==> src/rtl/mmarb_pkg.sv <==
package mmarb_pkg;

    localparam int MAX_MASTERS = 16;

    typedef logic [3:0] midx_t;
    typedef logic [4:0] beats_t;

    typedef enum logic [1:0] {
        TR_IDLE = 2'b00,
        TR_BUSY = 2'b01,
        TR_NSEQ = 2'b10,
        TR_SEQ  = 2'b11
    } trans_e;

    typedef enum logic [1:0] {
        RS_OKAY  = 2'b00,
        RS_ERROR = 2'b01,
        RS_RETRY = 2'b10,
        RS_SPLIT = 2'b11
    } resp_e;

    // One pipeline stage of bus ownership
    typedef struct packed {
        midx_t owner;
        logic  locked;
    } phase_t;

    // Beats implied by a burst code; open-ended and single count as one
    function automatic beats_t burst_len(logic [2:0] code);
        beats_t n;
        case (code)
            3'b000, 3'b001: n = 5'd1;
            3'b010, 3'b011: n = 5'd4;
            3'b100, 3'b101: n = 5'd8;
            default:        n = 5'd16;
        endcase
        return n;
    endfunction

    function automatic midx_t oh_to_idx(logic [MAX_MASTERS-1:0] v);
        midx_t r = '0;
        for (int i = 0; i < MAX_MASTERS; i++)
            if (v[i]) r = midx_t'(i);
        return r;
    endfunction

endpackage

==> src/rtl/arb_split_mask.sv <==
module arb_split_mask
    import mmarb_pkg::*;
#(
    parameter int NUM_MASTERS = 4
) (
    input  logic                   clk,
    input  logic                   rst,
    input  logic                   ready_i,
    input  logic [1:0]             resp_i,
    input  phase_t                 dphase_i,
    input  logic [NUM_MASTERS-1:0] split_done_i,
    output logic [MAX_MASTERS-1:0] mask_o,
    output logic                   park_o,
    output midx_t                  park_idx_o
);

    logic [NUM_MASTERS-1:0] mask_q, mask_n;
    logic                   park_q;
    midx_t                  park_idx_q;
    logic                   split_hit;
    logic [MAX_MASTERS-1:0] mask_w;

    // First cycle of a two-cycle split response names the data-phase owner
    assign split_hit = !ready_i && (resp_e'(resp_i) == RS_SPLIT) && (dphase_i.owner != '0);
    assign mask_w    = MAX_MASTERS'(mask_q);

    always_comb begin
        mask_n = mask_q & ~split_done_i;
        mask_n[0] = 1'b0;
        for (int i = 1; i < NUM_MASTERS; i++)
            if (split_hit && dphase_i.owner == midx_t'(i))
                mask_n[i] = 1'b1;
    end

    always_ff @(posedge clk) begin
        if (rst) begin
            mask_q     <= '0;
            park_q     <= 1'b0;
            park_idx_q <= '0;
        end else begin
            mask_q <= mask_n;
            if (split_hit && dphase_i.locked) begin
                park_q     <= 1'b1;
                park_idx_q <= dphase_i.owner;
            end else if (park_q && ready_i && !mask_w[park_idx_q]) begin
                park_q <= 1'b0;
            end
        end
    end

    assign mask_o     = mask_w;
    assign park_o     = park_q;
    assign park_idx_o = park_idx_q;

    // while parked the recorded master is a real one
    a_r8_park_real: assert property (@(posedge clk) disable iff (rst)
        park_q |-> park_idx_q != '0);

    // the placeholder index can never be masked
    a_r6_dummy_unmasked: assert property (@(posedge clk) disable iff (rst)
        !mask_o[0]);

endmodule

==> src/rtl/arb_burst_track.sv <==
module arb_burst_track
    import mmarb_pkg::*;
(
    input  logic       clk,
    input  logic       rst,
    input  logic       ready_i,
    input  logic [1:0] trans_i,
    input  logic [2:0] burst_i,
    input  logic [1:0] resp_i,
    output logic       hold_o
);

    beats_t beats_q;
    trans_e tr;
    logic   resp_ok;

    assign tr      = trans_e'(trans_i);
    assign resp_ok = (resp_e'(resp_i) == RS_OKAY);

    // Keep the owner while beats remain after the one sampled now
    always_comb begin
        hold_o = 1'b0;
        if (resp_ok) begin
            case (tr)
                TR_NSEQ: hold_o = burst_len(burst_i) > 5'd1;
                TR_SEQ:  hold_o = beats_q > 5'd1;
                TR_BUSY: hold_o = beats_q != '0;
                default: hold_o = 1'b0;
            endcase
        end
    end

    always_ff @(posedge clk) begin
        if (rst) begin
            beats_q <= '0;
        end else if (ready_i) begin
            if (!resp_ok) begin
                beats_q <= '0;
            end else begin
                case (tr)
                    TR_NSEQ: beats_q <= burst_len(burst_i) - 5'd1;
                    TR_SEQ:  beats_q <= (beats_q != '0) ? beats_q - 5'd1 : '0;
                    TR_BUSY: beats_q <= beats_q;
                    default: beats_q <= '0;
                endcase
            end
        end
    end

    // count never exceeds the longest burst
    a_r12_count_range: assert property (@(posedge clk) disable iff (rst)
        beats_q <= 5'd15);

endmodule

==> src/rtl/arb_grant_sel.sv <==
module arb_grant_sel
    import mmarb_pkg::*;
#(
    parameter int NUM_MASTERS = 4,
    parameter int DEF_MASTER  = 1
) (
    input  logic [MAX_MASTERS-1:0] req_i,
    input  logic [MAX_MASTERS-1:0] lock_i,
    input  logic [MAX_MASTERS-1:0] mask_i,
    input  midx_t                  cur_i,
    input  phase_t                 aphase_i,
    input  logic                   park_i,
    input  midx_t                  park_idx_i,
    input  logic                   burst_hold_i,
    output midx_t                  next_o,
    output logic                   all_split_o
);

    logic  found;
    midx_t top;

    always_comb begin
        found = 1'b0;
        top   = '0;
        for (int i = NUM_MASTERS - 1; i >= 1; i--) begin
            if (req_i[i] && !mask_i[i]) begin
                found = 1'b1;
                top   = midx_t'(i);
            end
        end
        all_split_o = 1'b1;
        for (int i = 1; i < NUM_MASTERS; i++)
            if (!mask_i[i]) all_split_o = 1'b0;
    end

    always_comb begin
        if (park_i)
            next_o = mask_i[park_idx_i] ? '0 : park_idx_i;
        else if (cur_i != '0 && lock_i[cur_i] && !mask_i[cur_i])
            next_o = cur_i;
        else if (aphase_i.locked && aphase_i.owner == cur_i && !mask_i[cur_i])
            next_o = cur_i;
        else if (burst_hold_i && aphase_i.owner != '0 && !mask_i[aphase_i.owner])
            next_o = aphase_i.owner;
        else if (found)
            next_o = top;
        else if (all_split_o || mask_i[DEF_MASTER])
            next_o = '0;
        else
            next_o = midx_t'(DEF_MASTER);
    end

endmodule

==> src/rtl/mm_bus_arbiter.sv <==
module mm_bus_arbiter
    import mmarb_pkg::*;
#(
    parameter int NUM_MASTERS = 4,
    parameter int DEF_MASTER  = 1
) (
    input  logic                   clk,
    input  logic                   rst,
    input  logic [NUM_MASTERS-1:0] req_i,
    input  logic [NUM_MASTERS-1:0] lock_i,
    input  logic [1:0]             trans_i,
    input  logic [2:0]             burst_i,
    input  logic                   ready_i,
    input  logic [1:0]             resp_i,
    input  logic [NUM_MASTERS-1:0] split_done_i,
    output logic [NUM_MASTERS-1:0] grant_o,
    output logic [3:0]             owner_o,
    output logic                   owner_locked_o
);

    localparam midx_t DEF_IDX = midx_t'(DEF_MASTER);

    logic [MAX_MASTERS-1:0] req16, lock16, mask16;
    midx_t  grant_idx_q, next_idx, park_idx;
    phase_t aphase_q, dphase_q;
    logic   park, burst_hold, all_split;

    assign req16  = MAX_MASTERS'(req_i);
    assign lock16 = MAX_MASTERS'(lock_i);

    arb_split_mask #(.NUM_MASTERS(NUM_MASTERS)) mask_i (
        .clk          (clk),
        .rst          (rst),
        .ready_i      (ready_i),
        .resp_i       (resp_i),
        .dphase_i     (dphase_q),
        .split_done_i (split_done_i),
        .mask_o       (mask16),
        .park_o       (park),
        .park_idx_o   (park_idx)
    );

    arb_burst_track burst_i0 (
        .clk     (clk),
        .rst     (rst),
        .ready_i (ready_i),
        .trans_i (trans_i),
        .burst_i (burst_i),
        .resp_i  (resp_i),
        .hold_o  (burst_hold)
    );

    arb_grant_sel #(.NUM_MASTERS(NUM_MASTERS), .DEF_MASTER(DEF_MASTER)) sel_i (
        .req_i        (req16),
        .lock_i       (lock16),
        .mask_i       (mask16),
        .cur_i        (grant_idx_q),
        .aphase_i     (aphase_q),
        .park_i       (park),
        .park_idx_i   (park_idx),
        .burst_hold_i (burst_hold),
        .next_o       (next_idx),
        .all_split_o  (all_split)
    );

    always_ff @(posedge clk) begin
        if (rst) begin
            grant_idx_q <= DEF_IDX;
            aphase_q    <= '{owner: DEF_IDX, locked: 1'b0};
            dphase_q    <= '{owner: '0, locked: 1'b0};
        end else if (ready_i) begin
            aphase_q.owner  <= grant_idx_q;
            aphase_q.locked <= lock16[grant_idx_q] && (grant_idx_q != '0);
            dphase_q        <= aphase_q;
            grant_idx_q     <= next_idx;
        end
    end

    generate
        for (genvar g = 0; g < NUM_MASTERS; g++) begin : g_grant
            assign grant_o[g] = (grant_idx_q == midx_t'(g));
        end
    endgenerate

    assign owner_o        = aphase_q.owner;
    assign owner_locked_o = aphase_q.locked;

    // exactly one master holds the grant
    a_r2_one_hot: assert property (@(posedge clk) disable iff (rst)
        $countones(grant_o) == 1);

    // grant frozen while the bus waits
    a_r2_wait_stable: assert property (@(posedge clk) disable iff (rst)
        !ready_i |=> $stable(grant_o));

    // owner follows the grant seen at the previous ready edge
    a_r4_owner_tracks: assert property (@(posedge clk) disable iff (rst)
        ready_i |=> owner_o == $past(oh_to_idx(MAX_MASTERS'(grant_o))));

    // placeholder master never owns a locked phase
    a_r5_dummy_unlocked: assert property (@(posedge clk) disable iff (rst)
        owner_o == '0 |-> !owner_locked_o);

    // every real master split forces the placeholder
    a_r7_all_split_dummy: assert property (@(posedge clk) disable iff (rst)
        ready_i && all_split |=> grant_o[0]);

    // parked on a still-masked locked master gives the placeholder
    a_r8_park_dummy: assert property (@(posedge clk) disable iff (rst)
        ready_i && park && mask16[park_idx] |=> grant_o[0]);

    // a masked master is skipped at the next ready edge
    generate
        for (genvar k = 1; k < NUM_MASTERS; k++) begin : g_mask_chk
            a_r6_masked_skip: assert property (@(posedge clk) disable iff (rst)
                ready_i && mask16[k] |=> !grant_o[k]);
        end
    endgenerate

endmodule

==> config.mk <==
export PLATFORM = sky130hd
export DESIGN_NAME = mm_bus_arbiter
export DESIGN_NICKNAME = d
export VERILOG_FILES = /design/src/rtl/mmarb_pkg.sv /design/src/rtl/arb_split_mask.sv /design/src/rtl/arb_burst_track.sv /design/src/rtl/arb_grant_sel.sv /design/src/rtl/mm_bus_arbiter.sv
export SDC_FILE = /design/constraint.sdc
export NUM_CORES = 1
export LEC_CHECK = 0
export ABC_AREA = 1
export BUFFER_PORTS_ARGS = -buffer_cell sky130_fd_sc_hd__buf_2
export CAP_MARGIN = 20
export CORE_MARGIN = 3
export CORE_UTILIZATION = 50
export CTS_BUF_LIST = sky130_fd_sc_hd__clkbuf_16
export DETAILED_ROUTE_END_ITERATION = 10
export PLACE_DENSITY = 0.69
export SYNTH_ARGS = -nofsm -noshare
export SYNTH_HDL_FRONTEND = slang
export SYNTH_HIERARCHICAL = 1
export SYNTH_SLANG_ARGS = --single-unit
==> constraint.sdc <==
create_clock -name clk -period 4.5 [get_ports clk]
set_clock_uncertainty 0.15 [all_clocks]
set_input_delay 0.9 -clock clk [delete_from_list [all_inputs] [get_ports clk]]
set_output_delay 0.9 -clock clk [all_outputs]
set_load 0.05 [all_outputs]
Word level (Yosys, flattened, before mapping)

Cells that the tools add are included.

Add/sub/neg operators: 2
Order comparisons: 5
Eq/ne operators: 19
Multiplexer cells: 39
Bitwise gates (word level): 2
Reductions and logical operators: 38

Operator list:

| operator              | count |
|---|---|
| $mux W5               | 6 |
| $pmux W5 S3           | 2 |
| $mux W4               | 6 |
| $logic_and A1 B1 Y1   | 17 |
| $mux W1               | 17 |
| $bmux W1 S4           | 4 |
| $eq A4 B2 Y1 const B  | 4 |
| $lt A4 B5 Y1 const B  | 3 |
| $reduce_bool A4 Y1    | 3 |
| $gt A5 B1 Y1 const B  | 2 |
| $sub A5 B1 Y5 const B | 2 |
| $eq A4 B1 Y1 const B  | 2 |
| $logic_not A1 Y1      | 7 |
| $eq A2 B2 Y1 const B  | 3 |
| $eq A3 B2 Y1 const B  | 2 |
| $eq A3 B3 Y1 const B  | 2 |
| $mux W2               | 3 |
| $ne A2 B2 Y1 const B  | 3 |
| $reduce_or A2 Y1      | 3 |
| $reduce_bool A5 Y1    | 1 |
| $and A4 B4 Y4         | 1 |
| $eq A4 B4 Y1          | 1 |
| $logic_not A4 Y1      | 1 |
| $not A4 Y4            | 1 |
| 9 further kinds       | 9 |

Bits in registers: 28
Input bits: 22
Output and inout bits: 9
Logic and storage cells: 115

Longest topological paths before layout

Gate-level depths: netlist of run 1.

Word-level depth: 14
Gate-level depth with buffers: 17
Mapped depth without buffers: 16

Modules after synthesis

The synthesis of run 1 kept the hierarchy.

By module, submodules not included:

| module          | instances | cells each | area an instance (um^2) |
|---|---|---|---|
| arb_grant_sel   | 1         | 216        | 996.0 |
| mm_bus_arbiter  | 1         | 68         | 553.0 |
| arb_split_mask  | 1         | 68         | 496.7 |
| arb_burst_track | 1         | 75         | 444.2 |

Worst setup path after synthesis of run 1

No wires, ideal clock.

Path type: flip-flop to output port
Start point: register grant_idx_q[2]
End point: output port grant_o[0]
Arrival time: 1.609 ns
Data required time: 3.450 ns
Setup slack: 1.841 ns
Stages on the path, launching flop included: 4
Cell sequence: dfxtp_1 > inv_1 > nand2_1 > nor3_1

Longest elaborated chain between the ends: 1

RTL lines:

| what                   | RTL line             | text |
|---|---|---|
| start, declared        | mm_bus_arbiter.sv:24 | `midx_t grant_idx_q, next_idx, park_idx;` |
| start signal, assigned | mm_bus_arbiter.sv:75 | `grant_idx_q <= next_idx;` |
| $logic_not A4 Y1       | mm_bus_arbiter.sv:81 | `assign grant_o[g] = (grant_idx_q == midx_t'(g));` |
| end, declared          | mm_bus_arbiter.sv:16 | `output logic [NUM_MASTERS-1:0] grant_o,` |

Every way passes these cells.

Worst setup path after layout of run 1

Start point: register grant_idx_q[0]
End point: output port grant_o[3]

Longest elaborated chain between the ends: 1

RTL lines:

| what         | RTL line |
|---|---|
| $eq A4 B2 Y1 | mm_bus_arbiter.sv:81 |

Every way passes these cells.

==> metrics.cfg, run 1 <==
[critical_path]
r2r_end = grant_idx_q[0]
critPathLaunchType = register
crit_path_start = grant_idx_q[0]
reg2reg_depth = 16
cpPeakStageDelay_ps = 910
cp-end-kind = primary output
crit_chain = inv_2 -> nor3_1 -> buf_2
rrSetupSlack_ps = 2040
worstPathArrival_ps = 1900
crit_type = reg -> out
endpoint = grant_o[3]
crit_slowest_cell = dfxtp_1
rr_startpoint = burst_i0/beats_q[0]
crit_path_max_fanout = 22
worstPathRequired_ps = 3450

[floorplan]
fp.dieH_um = 76.5
start_util = 0.523
die_x_um = 76.5
die_area_mm2 = 0.00585
row_count = 25
core-area_mm2 = 0.00475
pin_count = 31

[clocking]
clockRootBuffer = clkbuf_16
cts_hold_buf = 0
cts_tree = built
cts_setup_buffers = 0
clkTransAtPathRegs_ps = 70
clock_sinks = 27
h-tree-depth = 1
numCtsBuffers = 3
cts-resized-gates = 0
cts_buffer_depth = 2
clk_latency_ps = 260

[power]
irDropWorstVdd_mv = 0.184
p_leak_uw = 0.00125
p_per_area_mw_per_mm2 = 256

[synthesis]
yosys_warnings = 6
avgSynthCellArea_um2 = 5.83
synthCells = 426
synth_area_mm2 = 0.00248

[route]
ant_nets = 0
routed_via_density = 4.90
routedWlPerCell_um = 11.0
drt_first_pass_iters = 5
drc = 0
drt_iter0_drc = 166
vias = 2553
totalWireLength_mm = 5.72

[place]
port_buffers = 26
gp_congestion = 0.896
dp_hpwl_mm = 4.23
dp.cells = 517

[global_route]
grt_usage = 0.206
grt_pass1_vias = 2269
globalRoute.totalOverflow = 0
antenna_found_initial = 0
grt_max_degree = 23
grt_pass1_wl_mm = 10.2

[cells_and_area]
multi_input_area_mm2 = 0.00161
layout.cells.non_filler = 521
layout-drive-gt1-share = 0.150
register_area_um2 = 541
area_growth_syn_to_layout_pct = 7.55
antenna-diode-count = 0
fill_cells = 514
final_nets = 480

[hold_path]
worstHoldPathType = reg -> reg

[sta]
tns_ps = 0
setup_viol_count_final = 0
relSlewSlack = 0.401
fmax_mhz = 339
rsz0062_at_grt = no
maxSlewViolCount = 0
period_share = 0.656
period_needed_ps = 2950
tightest_slew_ps = 898
hold_viol = 0

[status]
status = finished, final reports clean

[run]
drv_cap = 0

## worst max-delay path: cells and delay by family (launching register included)
kind | cells | cell delay (ps)
flops | 1 | 910
buf+inv | 2 | 490
simple gates | 1 | 240
## routing by layer
| layer | global-route usage | vias up | routed length (um) |
|---|---|---|---|
| li1 | - | 1375 | - |
| met1 | 0.281 | 1121 | 2760 |
| met2 | 0.351 | 55 | 2690 |
| met3 | 0.0142 | 2 | 232 |
| met4 | 0.0543 | 0 | 34 |
| met5 | 0 | - | 0 |
## metrics by stage
stage	area [um2]	hold slack (ps)	util	power [uW]	setup slack, ps
after global placement	2590	323	0.545	484	1730
after floorplan	2570	302	-	453	1840
after global routing	2670	359	0.562	731	1350
final	2670	349	0.562	685	1550
after detailed placement	2590	336	0.545	487	1690
after CTS	2670	345	0.562	689	1540
## layout make-up
cell class,instances,share of cell area
Tap cell,67,0.0314
Multi-Input combinational cell,337,0.601
Clock buffer,3,0.0281
Clock inverter,1,0.00187
Timing Repair Buffer,26,0.0487
Inverter,60,0.0871
Sequential cell,27,0.202
## registers in the layout (all words and copies together), names as in the netlist
name / count
burst_i0/beats_q: 5
grant_idx_q: 4
mask_i/park_o: 1
owner_o: 4
owner_locked_o: 1
mask_i/park_idx_o: 4
dphase_q: 5
mask_i/mask_q: 3
## cells in the final DEF (no fill, tap or decap), drive strengths merged
cell type and instances:
xor2 1, a31oi 1, nor2 32, o21ai 24
inv 60, conb 25, o211ai 6, buf 26
clkinv 1, a21oi 32, nand3b 1, clkbuf 3
nand3 54, nor3b 1, nand2 146, o21bai 1
nand4 5, nor3 4, ha 3, dfxtp 27
xnor2 1
## how the worst min path moves through the flow
stage / start / end / cells after the start
after floorplan: burst_i0/beats_q[4] / burst_i0/beats_q[4] / 2
after global placement: burst_i0/beats_q[4] / burst_i0/beats_q[4] / 2
after detailed placement: burst_i0/beats_q[4] / burst_i0/beats_q[4] / 2
after CTS: burst_i0/beats_q[4] / burst_i0/beats_q[4] / 2
after global routing: burst_i0/beats_q[4] / burst_i0/beats_q[4] / 2
final: burst_i0/beats_q[4] / burst_i0/beats_q[4] / 2
## power by group
group | leakage [uW] | total, uW | switching, uW | internal [uW]
Sequential | 0.000221 | 278 | 28.3 | 250
Clock | 0.0000409 | 200 | 80.2 | 120
Combinational | 0.000990 | 207 | 139 | 67.9
Note: power is estimated with default switching activity, not from simulation.
==> run 2: changes to the inputs <==
Settings changed: ABC_AREA 1 to 0, PLACE_DENSITY 0.69 to 0.73.
Clock period 4.5 ns to 2.44 ns, I/O delays scaled along.
==> run 2 against run 1 <==
The run now ends with setup timing left. Critical path depth up 8. Clock-buffer cell count unchanged. Core utilization is 9.5 points higher. Flip-flop and latch count unchanged. Total power increased by 66%. Clock power grew 88%. Synthesized cell count fell by 45%. Sequential power rose by 67%. Critical endpoint is now grant_idx_q[0]. Highest routed layer unchanged.
==> metrics.cfg, run 2 <==
[critical_path]
critPathLaunchType = register  ; unchanged
crit_slowest_cell = a311oi_4  ; was dfxtp_1
crit_type = reg -> reg  ; was reg -> out
worstPathArrival_ps = 2540  ; was 1900 ps
cp-end-kind = register  ; was primary output
cpPeakStageDelay_ps = 360  ; was 910 ps
crit_path_max_fanout = 3  ; was 22
crit_chain = inv_2 -> ha_4 -> o21ai_2 -> nand2_2 -> a311oi_4 -> o311a_4 -> a32oi_4 -> mux2_4 -> mux2i_1 -> o21ai_1 -> a211o_1  ; was inv_2 -> nor3_1 -> buf_2
worstPathRequired_ps = 2440  ; was 3450 ps

[global_route]
grt_max_degree = 28  ; was 23
grt_usage = 0.203  ; was 0.206
globalRoute.totalOverflow = 0  ; unchanged
grt_pass1_wl_mm = 8.74  ; was 10.2 mm
grt_pass1_vias = 1894  ; was 2269
antenna_found_initial = 0  ; unchanged

[cells_and_area]
final_common_cell = buf_4  ; was nand2_1
area_growth_syn_to_layout_pct = 21.3  ; was 7.55%
final_nets = 320  ; was 480
antenna-diode-count = 0  ; unchanged
multi_input_area_mm2 = 0.00169  ; was 0.00161 mm2
layout-drive-gt1-share = 0.347  ; was 0.150
final_cell_mix = 29 x buf_4, 27 x mux2i_1, 26 x buf_2, 25 x conb_1, 23 x dfxtp_1  ; was 139 x nand2_1, 50 x inv_1, 48 x nand3_1, 27 x a21oi_1, 27 x dfxtp_1
fill_cells = 357  ; was 514
final_area_mm2 = 0.00274  ; was 0.00267 mm2
top_regs = burst_i0/beats_q (5), dphase_q (5)  ; unchanged
register_area_um2 = 548  ; was 541 um2
layout.cells.non_filler = 344  ; was 521

[sta]
hold_viol = 0  ; unchanged
maxSlewViolCount = 0  ; unchanged
rsz0062_at_grt = yes  ; was no
fmax_mhz = 393
period_needed_ps = 2540
period_share = 1.04
tightest_slew_ps = 624  ; was 898 ps
relSlewSlack = 0.580  ; was 0.401
setup_viol_count_final = 2  ; was 0
fin_ws_ps = -102  ; was 1550 ps
tns_ps = -153  ; was 0 ps

[power]
p_per_area_mw_per_mm2 = 414  ; was 256 mW/mm2
pwr-share-comb = 0.261  ; was 0.302
switching_share = 0.290  ; was 0.361
pwr-share-clk = 0.331  ; was 0.292
p_switching_uw = 329  ; was 247 uW
p_leak_uw = 0.00114  ; was 0.00125 uW
power.internal_uw = 807  ; was 437 uW
irDropWorstVdd_mv = 0.238  ; was 0.184 mV
p_seq_frac = 0.409  ; was 0.406

[route]
drt_first_pass_iters = 4  ; was 5
vias = 1901  ; was 2553
routedWlPerCell_um = 15.2  ; was 11.0 um
drt_iter0_drc = 87  ; was 166
ant_nets = 0  ; unchanged
drc = 0  ; unchanged
routed_via_density = 5.53  ; was 4.90
totalWireLength_mm = 5.22  ; was 5.72 mm

[clocking]
clk_latency_ps = 260  ; about the same
h-tree-depth = 1  ; unchanged
clockRootBuffer = clkbuf_16  ; unchanged
numCtsBuffers = 3  ; unchanged
clock_sinks = 27  ; unchanged
cts_buffer_depth = 2  ; unchanged
cts_tree = built  ; unchanged
clkTransAtPathRegs_ps = 70  ; about the same

[status]
status = complete, but fails checks  ; was finished, final reports clean
violations = setup timing

[floorplan]
die_area_mm2 = 0.00537  ; was 0.00585 mm2
pin_count = 31  ; unchanged
row_count = 23  ; was 25
fp.dieH_um = 73.3  ; was 76.5 um
die_x_um = 73.3  ; was 76.5 um
start_util = 0.542  ; was 0.523
core-area_mm2 = 0.00417  ; was 0.00475 mm2

[synthesis]
avgSynthCellArea_um2 = 9.59  ; was 5.83 um2
synth_area_mm2 = 0.00226  ; was 0.00248 mm2
yosys_warnings = 6  ; unchanged
synthCells = 236  ; was 426

[place]
gp_congestion = 0.848  ; was 0.896
dp.cells = 340  ; was 517
dp_hpwl_mm = 3.96  ; was 4.23 mm
place_area_mm2 = 0.00258  ; was 0.00259 mm2
port_buffers = 26  ; unchanged

[hold_path]
worstHoldPathType = in -> reg  ; was reg -> reg

[run]
drv_cap = 0  ; unchanged

run 2: power by group through the flow:
| stage | sequential (uW) | combinational, uW | clock (uW) |
|---|---|---|---|
| floorplan | 491 | 208 | 0 |
| global placement | 474 | 276 | 0 |
| detailed placement | 475 | 278 | 0 |
| CTS | 464 | 281 | 382 |
| global route | 465 | 323 | 394 |
| finish | 464 | 296 | 376 |
run 2: layout make-up:
cell class,instances,area share
Clock buffer,3,0.0274
Clock inverter,1,0.00274
Inverter,4,0.00547
Multi-Input combinational cell,204,0.615
Sequential cell,27,0.200
Tap cell,50,0.0228
Timing Repair Buffer,55,0.127
run 2: through the flow:
step                      hold WS [ps]  power (uW)   util  worst slack (ps)
final                              328        1140  0.658              -102
after global routing               342        1180  0.658              -239
after CTS                          327        1130  0.647              -107
after detailed placement           337         753  0.619              -293
after global placement             332         750  0.619              -216
after floorplan                    307         700      -              4.55
run 2: final timing paths:
kind	start	end	slack [ps]	depth (start not counted)
worst min-delay path	split_done_i[1]	mask_i/mask_q[1]	330	3
worst max-delay path	burst_i0/beats_q[1]	grant_idx_q[0]	-100	11
worst max register to register	burst_i0/beats_q[1]	grant_idx_q[0]	-100	11
worst min register to register	dphase_q[4]	mask_i/park_idx_o[3]	350	2
run 2: what timing repair did:
| item | in CTS | in global routing |
|---|---|---|
| hold endpoints to repair | 0 | 0 |
| pin swaps | 7 | 4 |
| gates cloned | 0 | 0 |
| hold buffers | 0 | 0 |
| endpoints found under the setup margin | 2 | 2 |
| setup buffers | 0 | 0 |
| resized for setup | 12 | 6 |
run 2: critical path, delay by kind of cell (launching register included):
kind / cells / cell delay, ps
AO/OA/AOI/OAI: 6 / 1200
adder cells (fa/ha/maj): 1 / 150
buffers and inverters: 1 / 60
flip-flops: 1 / 340
multiplexers: 2 / 450
AND/OR/NAND/NOR: 1 / 70
run 2: layer usage:
layer | global-route usage | share of wire | up-vias
met5 | 0 | 0 | -
met4 | 0.0369 | 0.0065 | 0
met3 | 0.0150 | 0.033 | 4
met2 | 0.369 | 0.50 | 32
met1 | 0.262 | 0.46 | 905
li1 | - | - | 960
==> run 3: changes to the inputs <==
Settings changed: REMOVE_ABC_BUFFERS from default to 1.
==> run 3 against run 2 <==
The run still ends with setup timing left. First-iteration DRC count unchanged. Design area increased by 2.0%. Clock-buffer cell count unchanged. Via count increased by 1.2%. Sequential power about the same. Sequential share of layout area decreased by 0.38 points. Global-route usage increased by 0.99 points. Register-to-register slack improved by 50 ps. Critical endpoint unchanged. Largest cell class unchanged. Largest power group unchanged.
==> metrics.cfg, run 3 (synthesis gave the netlist of run 2 again) <==
[place]
dp_hpwl_mm = 3.93  ; was 3.96 mm
gp_congestion = 0.907  ; was 0.848
pre_cts_slack_ps = -311  ; was -293 ps
dp.cells = 340  ; unchanged
port_buffers = 26  ; unchanged

[power]
p_leak_uw = 0.00117  ; was 0.00114 uW
p_seq_frac = 0.404  ; was 0.409
p_switching_uw = 345  ; was 329 uW
irDropWorstVdd_mv = 0.288  ; was 0.238 mV
switching_share = 0.299  ; was 0.290
pwr-share-clk = 0.337  ; was 0.331
power.internal_uw = 808  ; was 807 uW
p_per_area_mw_per_mm2 = 412  ; was 414 mW/mm2
pwr-share-comb = 0.259  ; was 0.261

[sta]
rsz0062_at_grt = yes  ; unchanged
tightest_slew_ps = 563  ; was 624 ps
setup_viol_count_final = 1  ; was 2
period_needed_ps = 2490  ; was 2540 ps
fin_ws_ps = -54.4  ; was -102 ps
hold_ws_ps = 324  ; was 328 ps
fmax_mhz = 401  ; was 393 MHz
hold_viol = 0  ; unchanged
relSlewSlack = 0.621  ; was 0.580
tns_ps = -54.4  ; was -153 ps
period_share = 1.02  ; was 1.04
maxSlewViolCount = 0  ; unchanged

[route]
drt_first_pass_iters = 4  ; unchanged
routed_via_density = 5.51  ; was 5.53
vias = 1924  ; was 1901
routedWlPerCell_um = 15.8  ; was 15.2 um
drc = 0  ; unchanged
totalWireLength_mm = 5.51  ; was 5.22 mm
ant_nets = 0  ; unchanged
drt_iter0_drc = 87  ; unchanged

[critical_path]
crit_type = reg -> reg  ; unchanged
r2r_end = grant_idx_q[0]  ; unchanged
cp-end-kind = register  ; unchanged
worstPathRequired_ps = 2450  ; was 2440 ps
reg2reg_depth = 11  ; unchanged
worstPathArrival_ps = 2500  ; was 2540 ps
critPathLaunchType = register  ; unchanged
rrSetupSlack_ps = -50  ; was -100 ps
crit_path_max_fanout = 3  ; unchanged
rr_startpoint = burst_i0/beats_q[1]  ; unchanged

[cells_and_area]
area_growth_syn_to_layout_pct = 23.7  ; was 21.3%
layout-drive-gt1-share = 0.361  ; was 0.347
final_common_cell = buf_4  ; unchanged
utilization = 0.670  ; was 0.658
top_regs = burst_i0/beats_q (5), dphase_q (5)  ; unchanged
final_nets = 325  ; was 320
final_cell_mix = 33 x buf_4, 27 x mux2i_1, 26 x buf_2, 25 x conb_1, 23 x dfxtp_1  ; was 29 x buf_4, 27 x mux2i_1, 26 x buf_2, 25 x conb_1, 23 x dfxtp_1
antenna-diode-count = 0  ; unchanged
layout.cells.non_filler = 349  ; was 344

[clocking]
h-tree-depth = 1  ; unchanged
clock_sinks = 27  ; unchanged
cts_hold_buf = 0  ; unchanged
clockRootBuffer = clkbuf_16  ; unchanged
clkTransAtPathRegs_ps = 80  ; was 70 ps
clk_latency_ps = 270  ; was 260 ps
numCtsBuffers = 3  ; unchanged
cts_buffer_depth = 2  ; unchanged
cts_tree = built  ; unchanged

[hold_path]
hp-start = split_done_i[3]  ; was split_done_i[1]
holdPathStages = 3  ; unchanged
min_to = mask_i/mask_q[3]  ; was mask_i/mask_q[1]
worstHoldPathType = in -> reg  ; unchanged

[run]
drv_cap = 0  ; unchanged

[floorplan]
pin_count = 31  ; unchanged
fp.dieH_um = 73.3  ; unchanged
core-area_mm2 = 0.00417  ; unchanged
row_count = 23  ; unchanged
start_util = 0.542  ; unchanged
die_x_um = 73.3  ; unchanged
die_area_mm2 = 0.00537  ; unchanged

[global_route]
busiest_layer = met2  ; unchanged
grt_max_degree = 28  ; unchanged
globalRoute.totalOverflow = 0  ; unchanged
grt_pass1_vias = 1931  ; was 1894
grt_usage = 0.212  ; was 0.203
grt_use_met1 = 0.280  ; was 0.262
use_met2 = 0.366  ; was 0.369
grt_use_met3 = 0.0178  ; was 0.0150
antenna_found_initial = 0  ; unchanged
grt_pass1_wl_mm = 8.89  ; was 8.74 mm

[status]
violations = setup timing  ; unchanged
status = complete, but fails checks  ; unchanged

## run 3: timing repair
item / 4_1_cts / 5_1_grt
buffers inserted: 4 / 2
pin swaps: 11 / 1
setup endpoints to repair: 2 / 2
gates cloned: 0 / 0
gates resized for setup: 21 / 9
## run 3: power groups by stage
| stage | Combinational [uW] | Clock, uW | Sequential [uW] |
|---|---|---|---|
| finish | 298 | 389 | 465 |
| global route | 323 | 412 | 467 |
| floorplan | 163 | 0 | 500 |
| global placement | 274 | 0 | 475 |
| CTS | 283 | 389 | 465 |
| detailed placement | 277 | 0 | 475 |
## run 3: area by class of cell
class                   instances  area [um2]
inverters                       4        20.0
well taps                      50        62.6
clock buffers                   3        75.1
multi-input cells             204        1700
flip-flops and latches         27         548
fillers                       360        1380
repair buffers                 60         389
clock inverters                 1        7.51
## run 3: critical path: stages (launching register included)
cell,delay [ps]
dfxtp_2,350
inv_4,50
ha_4,150
o21ai_2,130
nand2_2,80
a311oi_4,280
o311a_4,260
a32oi_2,120
mux2_4,320
mux2i_1,130
o21ai_1,100
a211o_1,270
## run 3: per-layer routing
metal  wire, um  up-vias
li1           -      970
met5          0        -
met2       2880       38
met3        174       11
met4         89        0
met1       2370      905
## run 3: worst max-delay path by stage
stage                        startpoint        endpoint  cells past startpoint
floorplan                grant_idx_q[1]      grant_o[0]                      1
global placement             trans_i[0]  grant_idx_q[0]                     11
detailed placement           trans_i[1]  grant_idx_q[0]                     11
CTS                 burst_i0/beats_q[0]  grant_idx_q[0]                     11
global route        burst_i0/beats_q[2]  grant_idx_q[1]                     11
finish              burst_i0/beats_q[1]  grant_idx_q[0]                     11
## run 3: through the flow
step	instance area, um2	total power (uW)
after floorplan	2160	662
after global placement	2570	749
after detailed placement	2570	753
after CTS	2740	1140
after global routing	2800	1200
final	2800	1150
